## config.mk

```make
export PLATFORM = sky130hd
export DESIGN_NAME = rwin_ctrl
export DESIGN_NICKNAME = d
export VERILOG_FILES = /design/src/rtl/rwin_pkg.sv /design/src/rtl/rwin_cmd_decode.sv /design/src/rtl/rwin_step.sv /design/src/rtl/rwin_guard.sv /design/src/rtl/rwin_state.sv /design/src/rtl/rwin_ctrl.sv
export SDC_FILE = /design/constraint.sdc
export NUM_CORES = 1
export LEC_CHECK = 0
export ABC_AREA = 0
export ABC_CLOCK_PERIOD_IN_PS = 7700
export BUFFER_PORTS_ARGS = -buffer_cell sky130_fd_sc_hd__buf_2
export CORE_MARGIN = 2
export CORE_UTILIZATION = 49
export CTS_BUF_LIST = sky130_fd_sc_hd__clkbuf_16
export DETAILED_ROUTE_END_ITERATION = 10
export PLACE_DENSITY = 0.86
export SLEW_MARGIN = 0
export SYNTH_ARGS = -nofsm -noshare
export SYNTH_HDL_FRONTEND = slang
export SYNTH_SLANG_ARGS = --single-unit
```

## constraint.sdc

```tcl
create_clock -name clk -period 7.7 [get_ports clk]
set_clock_uncertainty 0.2 [all_clocks]
set_input_delay 1.155 -clock clk [delete_from_list [all_inputs] [get_ports clk]]
set_output_delay 1.155 -clock clk [all_outputs]
set_load 0.005 [all_outputs]
```

## src/rtl/rwin_pkg.sv

```systemverilog
`timescale 1ns / 1ps
package rwin_pkg;

    localparam int CWP_W   = 5;
    localparam int PIL_W   = 4;
    localparam int SW_W    = 32;
    localparam int WD_W    = 12;
    localparam int CWP_LSB = 0;
    localparam int ET_BIT  = 5;
    localparam int PS_BIT  = 6;
    localparam int S_BIT   = 7;
    localparam int PIL_LSB = 8;

    typedef logic [7:0] trap_code_t;
    localparam trap_code_t TC_NONE      = 8'h00;
    localparam trap_code_t TC_ILLEGAL   = 8'h02;
    localparam trap_code_t TC_OVERFLOW  = 8'h05;
    localparam trap_code_t TC_UNDERFLOW = 8'h06;

    typedef enum logic [2:0] {
        OP_NONE,
        OP_SAVE,
        OP_RESTORE,
        OP_RETT,
        OP_WRSR
    } op_e;

    typedef struct packed {
        logic             s;
        logic             ps;
        logic             et;
        logic [PIL_W-1:0] pil;
    } flags_t;

    typedef struct packed {
        logic [CWP_W-1:0] cwp;
        flags_t           fl;
    } arch_t;

    typedef struct packed {
        logic       fire;
        trap_code_t code;
    } trap_t;

    function automatic logic [SW_W-1:0] pack_status(arch_t a);
        logic [SW_W-1:0] w;
        w = '0;
        w[CWP_LSB +: CWP_W] = a.cwp;
        w[ET_BIT]           = a.fl.et;
        w[PS_BIT]           = a.fl.ps;
        w[S_BIT]            = a.fl.s;
        w[PIL_LSB +: PIL_W] = a.fl.pil;
        return w;
    endfunction

    function automatic arch_t unpack_status(logic [WD_W-1:0] w);
        arch_t a;
        a.cwp    = w[CWP_LSB +: CWP_W];
        a.fl.et  = w[ET_BIT];
        a.fl.ps  = w[PS_BIT];
        a.fl.s   = w[S_BIT];
        a.fl.pil = w[PIL_LSB +: PIL_W];
        return a;
    endfunction

endpackage

```

## src/rtl/rwin_cmd_decode.sv

```systemverilog
`timescale 1ns / 1ps
module rwin_cmd_decode
    import rwin_pkg::*;
(
    input  logic save_i,
    input  logic restore_i,
    input  logic rett_i,
    input  logic wrsr_i,
    output op_e  op_o
);
    // Fixed priority when strobes coincide: status write highest.
    always_comb begin
        op_o = OP_NONE;
        if (wrsr_i)         op_o = OP_WRSR;
        else if (rett_i)    op_o = OP_RETT;
        else if (restore_i) op_o = OP_RESTORE;
        else if (save_i)    op_o = OP_SAVE;
    end
endmodule

```

## src/rtl/rwin_step.sv

```systemverilog
`timescale 1ns / 1ps
module rwin_step
    import rwin_pkg::*;
#(
    parameter int NWIN = 8
) (
    input  logic [CWP_W-1:0] cwp_i,
    output logic [CWP_W-1:0] up_o,
    output logic [CWP_W-1:0] dn_o
);
    localparam logic [CWP_W-1:0] LAST = CWP_W'(NWIN - 1);

    generate
        if (NWIN == (1 << CWP_W)) begin : g_natural
            // Full index range: modular arithmetic wraps by itself.
            assign up_o = cwp_i + 1'b1;
            assign dn_o = cwp_i - 1'b1;
        end else begin : g_compare
            assign up_o = (cwp_i == LAST) ? '0 : cwp_i + 1'b1;
            assign dn_o = (cwp_i == '0) ? LAST : cwp_i - 1'b1;
        end
    endgenerate
endmodule

```

## src/rtl/rwin_guard.sv

```systemverilog
`timescale 1ns / 1ps
module rwin_guard
    import rwin_pkg::*;
#(
    parameter int NWIN = 8
) (
    input  op_e              op_i,
    input  arch_t            cur_i,
    input  logic [CWP_W-1:0] up_i,
    input  logic [CWP_W-1:0] dn_i,
    input  logic [NWIN-1:0]  mask_i,
    input  logic [WD_W-1:0]  wdata_i,
    output arch_t            nxt_o,
    output trap_t            trap_o
);
    localparam int MASK_FULL = 1 << CWP_W;

    logic [MASK_FULL-1:0] mask_w;
    logic [CWP_W-1:0]     wr_cwp;
    logic                 wr_cwp_bad;

    assign mask_w     = MASK_FULL'(mask_i);
    assign wr_cwp     = wdata_i[CWP_LSB +: CWP_W];
    assign wr_cwp_bad = 32'(wr_cwp) >= 32'(NWIN);

    always_comb begin
        nxt_o  = cur_i;
        trap_o = '{fire: 1'b0, code: TC_NONE};
        unique case (op_i)
            OP_SAVE: begin
                if (mask_w[dn_i]) trap_o = '{fire: 1'b1, code: TC_OVERFLOW};
                else              nxt_o.cwp = dn_i;
            end
            OP_RESTORE: begin
                if (mask_w[up_i]) trap_o = '{fire: 1'b1, code: TC_UNDERFLOW};
                else              nxt_o.cwp = up_i;
            end
            OP_RETT: begin
                if (cur_i.fl.et) begin
                    trap_o = '{fire: 1'b1, code: TC_ILLEGAL};
                end else if (mask_w[up_i]) begin
                    trap_o = '{fire: 1'b1, code: TC_UNDERFLOW};
                end else begin
                    nxt_o.cwp   = up_i;
                    nxt_o.fl.et = 1'b1;
                    nxt_o.fl.s  = cur_i.fl.ps;
                end
            end
            OP_WRSR: begin
                if (wr_cwp_bad) trap_o = '{fire: 1'b1, code: TC_ILLEGAL};
                else            nxt_o  = unpack_status(wdata_i);
            end
            default: ;
        endcase
    end
endmodule

```

## src/rtl/rwin_state.sv

```systemverilog
`timescale 1ns / 1ps
module rwin_state
    import rwin_pkg::*;
(
    input  logic  clk,
    input  logic  rst,
    input  logic  cmd_valid_i,
    input  arch_t nxt_i,
    input  trap_t trap_i,
    output arch_t arch_o,
    output trap_t trap_o
);
    localparam arch_t RESET_ARCH = '{cwp: '0,
                                     fl: '{s: 1'b1, ps: 1'b0, et: 1'b0, pil: '0}};

    arch_t arch_q;
    trap_t trap_q;

    always_ff @(posedge clk) begin
        if (rst) begin
            arch_q <= RESET_ARCH;
            trap_q <= '0;
        end else begin
            if (cmd_valid_i && !trap_i.fire) arch_q <= nxt_i;
            trap_q <= cmd_valid_i ? trap_i : '0;
        end
    end

    assign arch_o = arch_q;
    assign trap_o = trap_q;

    // a reported trap comes with untouched state
    assert_trap_freeze_R4: assert property (@(posedge clk) disable iff (rst)
        trap_q.fire |-> $stable(arch_q));

    // a trap only follows a sampled command
    assert_trap_cause_R11: assert property (@(posedge clk) disable iff (rst)
        trap_q.fire |-> $past(cmd_valid_i));

    // code is zero whenever no trap is flagged
    assert_trap_code_idle_R11: assert property (@(posedge clk) disable iff (rst)
        !trap_q.fire |-> (trap_q.code == TC_NONE));

    // without a command the state holds
    assert_idle_hold_R12: assert property (@(posedge clk) disable iff (rst)
        !cmd_valid_i |=> $stable(arch_q));
endmodule

```

## src/rtl/rwin_ctrl.sv

```systemverilog
`timescale 1ns / 1ps
module rwin_ctrl
    import rwin_pkg::*;
#(
    parameter int NWIN = 8
) (
    input  logic              clk,
    input  logic              rst,
    input  logic              save_i,
    input  logic              restore_i,
    input  logic              rett_i,
    input  logic              wrsr_i,
    input  logic [WD_W-1:0]   wrsr_data_i,
    input  logic [NWIN-1:0]   win_invalid_i,
    output logic [SW_W-1:0]   status_o,
    output logic [CWP_W-1:0]  cwp_o,
    output logic              trap_o,
    output logic [7:0]        trap_code_o
);
    localparam logic [CWP_W-1:0] LAST_WIN = CWP_W'(NWIN - 1);

    op_e              op;
    arch_t            arch_q;
    arch_t            arch_nxt;
    trap_t            trap_nxt;
    trap_t            trap_q;
    logic [CWP_W-1:0] cwp_up;
    logic [CWP_W-1:0] cwp_dn;

    rwin_cmd_decode u_dec (
        .save_i    (save_i),
        .restore_i (restore_i),
        .rett_i    (rett_i),
        .wrsr_i    (wrsr_i),
        .op_o      (op)
    );

    rwin_step #(.NWIN(NWIN)) u_step (
        .cwp_i (arch_q.cwp),
        .up_o  (cwp_up),
        .dn_o  (cwp_dn)
    );

    rwin_guard #(.NWIN(NWIN)) u_guard (
        .op_i    (op),
        .cur_i   (arch_q),
        .up_i    (cwp_up),
        .dn_i    (cwp_dn),
        .mask_i  (win_invalid_i),
        .wdata_i (wrsr_data_i),
        .nxt_o   (arch_nxt),
        .trap_o  (trap_nxt)
    );

    rwin_state u_state (
        .clk         (clk),
        .rst         (rst),
        .cmd_valid_i (op != OP_NONE),
        .nxt_i       (arch_nxt),
        .trap_i      (trap_nxt),
        .arch_o      (arch_q),
        .trap_o      (trap_q)
    );

    assign status_o    = pack_status(arch_q);
    assign cwp_o       = arch_q.cwp;
    assign trap_o      = trap_q.fire;
    assign trap_code_o = trap_q.code;

    // the window index never leaves 0..NWIN-1
    assert_cwp_range_R8: assert property (@(posedge clk) disable iff (rst)
        32'(arch_q.cwp) < 32'(NWIN));

    // an accepted save steps down with wrap
    assert_save_wrap_R2: assert property (@(posedge clk) disable iff (rst)
        (op == OP_SAVE && !trap_nxt.fire) |=>
        (arch_q.cwp == (($past(arch_q.cwp) == '0) ? LAST_WIN : $past(arch_q.cwp) - 1'b1)));

    // an accepted restore steps up with wrap
    assert_restore_wrap_R3: assert property (@(posedge clk) disable iff (rst)
        (op == OP_RESTORE && !trap_nxt.fire) |=>
        (arch_q.cwp == (($past(arch_q.cwp) == LAST_WIN) ? '0 : $past(arch_q.cwp) + 1'b1)));

    // return-from-trap with traps enabled is illegal
    assert_rett_illegal_R6: assert property (@(posedge clk) disable iff (rst)
        (op == OP_RETT && arch_q.fl.et) |=> (trap_o && trap_code_o == TC_ILLEGAL));

    // an accepted return-from-trap enables traps and restores supervisor
    assert_rett_commit_R7: assert property (@(posedge clk) disable iff (rst)
        (op == OP_RETT && !trap_nxt.fire) |=>
        (arch_q.fl.et && arch_q.fl.s == $past(arch_q.fl.ps)));

    // out-of-range status write is illegal
    assert_wrsr_bad_R8: assert property (@(posedge clk) disable iff (rst)
        (op == OP_WRSR && 32'(wrsr_data_i[CWP_LSB +: CWP_W]) >= 32'(NWIN)) |=>
        (trap_o && trap_code_o == TC_ILLEGAL));

    // unused status bits read zero
    assert_status_zero_R10: assert property (@(posedge clk) disable iff (rst)
        status_o[SW_W-1:PIL_LSB+PIL_W] == '0);
endmodule

```

==> reports/metrics.yaml <==
clock_network:
  postCtsHoldBufs: 0
  cts_buffer_depth: 2
  cts_tree: "yes"
  clkSinkCount: 16
  clk_pin_slew_ns: 0.05
  htree_num_levels: 1
  cts_buffers: 3
  clock_latency_ns: 0.24
  cts_resized: 0
  root_buffer: "clkbuf_16"
  cts_setup_buffers: 0
placement:
  portBuffers: 46
  routabilityCongestion: 0.906
  dp_slack_ns: 4.52
  dpl_cell_area_sq_um: 1460
  placed_cells: 231
  hpwl_mm: 2.34
drt:
  drt-vias-per-instance: 5.44
  ant_nets: 0
  first_pass_iters: 4
  drt_iter0_drc: 57
  vias: 1274
  finalWirelength_mm: 3.08
  drcViolationCount: 0
  wl_per_cell_um: 13.2
hold_path:
  hp-class: "reg -> reg"
  min_from: "u_state.arch_o[1]"
sta:
  tightest_slew_ns: 0.679
  fin_crit_sh: 0.420
  period_minus_slack_ns: 3.24
  max_freq_ghz: 0.309
  fin_ws_ns: 4.46
  hold_viol: 0
  max_slew_margin: 0.543
  tns_ns: 0
  setup_viol: 0
  rsz0062_at_grt: "no"
  drv_slew: 0
synth:
  yosys_warnings: 0
  syn_area_sq_um: 1370
  synth_edf_count: 0
  synthFlopType: "dfxtp_1"
  synth_cell_type_count: 43
  synthCells: 168
  synth.avg_cell_area_sq_um: 8.13
  ys_ff_latch: 16
  async_reset_ff_frac: 0
  synth-seq-area-share: 0.234
power_and_ir_drop:
  power_uw: 265
  ir_drop_mv: 0.163
  p_per_area_nw_per_um2: 173
  leakage_nw: 0.710
critical_path:
  crit_path_start_kind: "flip-flop"
  critPathBufInv: 1
  r2r_start: "u_state.arch_o[7]"
  critPathMaxFanout: 13
  arrival_ns: 3.16
  timing.critical_path.required_ns: 7.63
  slowest_delay_ns: 0.57
  crit_family: "compound AO/OA/AOI/OAI gates"
  endpoint_kind: "flip-flop"
  critical_path_class: "reg -> reg"
  crit_start: "u_state.arch_o[7]"
  worstPathCellList: "inv_1 -> ha_1 -> mux2_2 -> o311ai_0 -> o41a_1 -> nor2_1 -> or2_2"
  crit_slowest_cell: "dfxtp_1"
floorplanning:
  die_area_sq_um: 3230
  chipWidth_um: 56.8
  io_pins: 72
  start_util: 0.504
  core.rowCount: 19
  die_h_um: 56.8
  coreArea_sq_um: 2710
global_routing:
  grt_pass1_wl_mm: 4.90
  grt_max_degree: 21
  antenna_found_initial: 0
  grt.total_usage: 0.191
  grt_pass1_vias: 1065
  gr-total-overflow: 0
layout:
  synthToLayoutAreaGrowth_pct: 12.3
  final_common_cell: "buf_2"
  fin_nets: 234
  diodes: 0
  final_cell_mix: "buf_2, conb_1, nand2_1, dfxtp_1"
  drive_gt1_frac: 0.320
  instances_no_fill: 234
  stdcell_area_sq_um: 1530
job:
  drv_cap: 0
run_status:
  outcome: "complete, no violations"
==> metrics by stage <==
step	hold slack (ns)	utilization
2_1_floorplan	0.253	-
3_3_place_gp	0.240	0.538
3_5_place_dp	0.248	0.538
4_1_cts	0.255	0.566
5_1_grt	0.260	0.566
6_report	0.253	0.566
==> state kept, by name (all words and copies together), names as in the netlist <==
signal	cells
u_state.arch_o	12
u_state.trap_o	4
==> power by group <==
group	total, mW	internal, mW	switching [mW]	leakage, nW
logic	0.0744	0.0343	0.0402	0.543
registers	0.0940	0.0883	0.00577	0.131
clock network	0.0969	0.0679	0.0290	0.0370
==> worst reg2reg max path: cells and delay by family (launching register included) <==
| family | cells | cell delay (ns) |
|---|---|---|
| adder cells (fa/ha/maj) | 1 | 0.50 |
| flip-flops | 1 | 0.57 |
| AO/OA/AOI/OAI | 2 | 0.89 |
| AND/OR/NAND/NOR | 2 | 0.39 |
| multiplexers | 1 | 0.38 |
| buffers and inverters | 1 | 0.19 |
==> final cells by class <==
type                            instances  area [sq um]
Inverter                                6          22.5
Tap cell                               31          38.8
Timing Repair Buffer                   47           238
Multi-Input combinational cell        131           840
Clock buffer                            3          75.1
Fill cell                             261          1180
Sequential cell                        16           320
==> final timing paths <==
check                            to  slack [ns]  cells after the start
setup reg to reg  u_state.trap_o[8]        4.46                      7
hold reg to reg   u_state.arch_o[1]        0.25                      2
hold / removal    u_state.arch_o[1]        0.25                      2
setup / recovery  u_state.trap_o[8]        4.46                      7
==> synth_stat cells, types with 2 or more instances <==
library cell  instances  area share
buf_4                31        0.17
nand2_1              17       0.047
dfxtp_1              16        0.23
a21oi_1               9       0.033
o21ai_0               9       0.033
nor2_1                8       0.022
inv_1                 6       0.016
mux2i_1               5       0.037
clkbuf_1              4       0.011
nand3_1               4       0.015
nor3_1                4       0.015
buf_2                 3       0.011
ha_1                  3       0.027
mux2_2                3       0.025
nand2b_1              3       0.014
nand4_1               3       0.014
o31ai_2               3       0.027
a211oi_1              2       0.011
a221oi_1              2       0.013
a31oi_1               2      0.0092
and2_4                2       0.013
mux4_1                2       0.038
nand4b_1              2       0.013
nor3b_1               2       0.011
nor4_1                2      0.0092
o21ai_1               2      0.0073
or2_2                 2      0.0092
xnor2_1               2       0.013
==> metal layers <==
layer | track usage | up-vias | wire, um
li1 | - | 609 | -
met2 | 0.317 | 85 | 1490
met3 | 0.0392 | 6 | 337
met4 | 0.0598 | 0 | 42
met1 | 0.249 | 574 | 1210
met5 | 0 | - | 0
==> cells by family after synthesis <==
group                    Yosys count  share of synthesized area
adder cells (fa/ha/maj)            3                     0.0275
buffers and inverters             45                      0.217
other                              1                    0.00274
XOR/XNOR                           3                     0.0192
multiplexers                      10                     0.0998
flip-flops                        16                      0.234
AND/OR/NAND/NOR                   54                      0.214
AO/OA/AOI/OAI                     36                      0.185
Note: power is estimated with default switching activity, not from simulation.
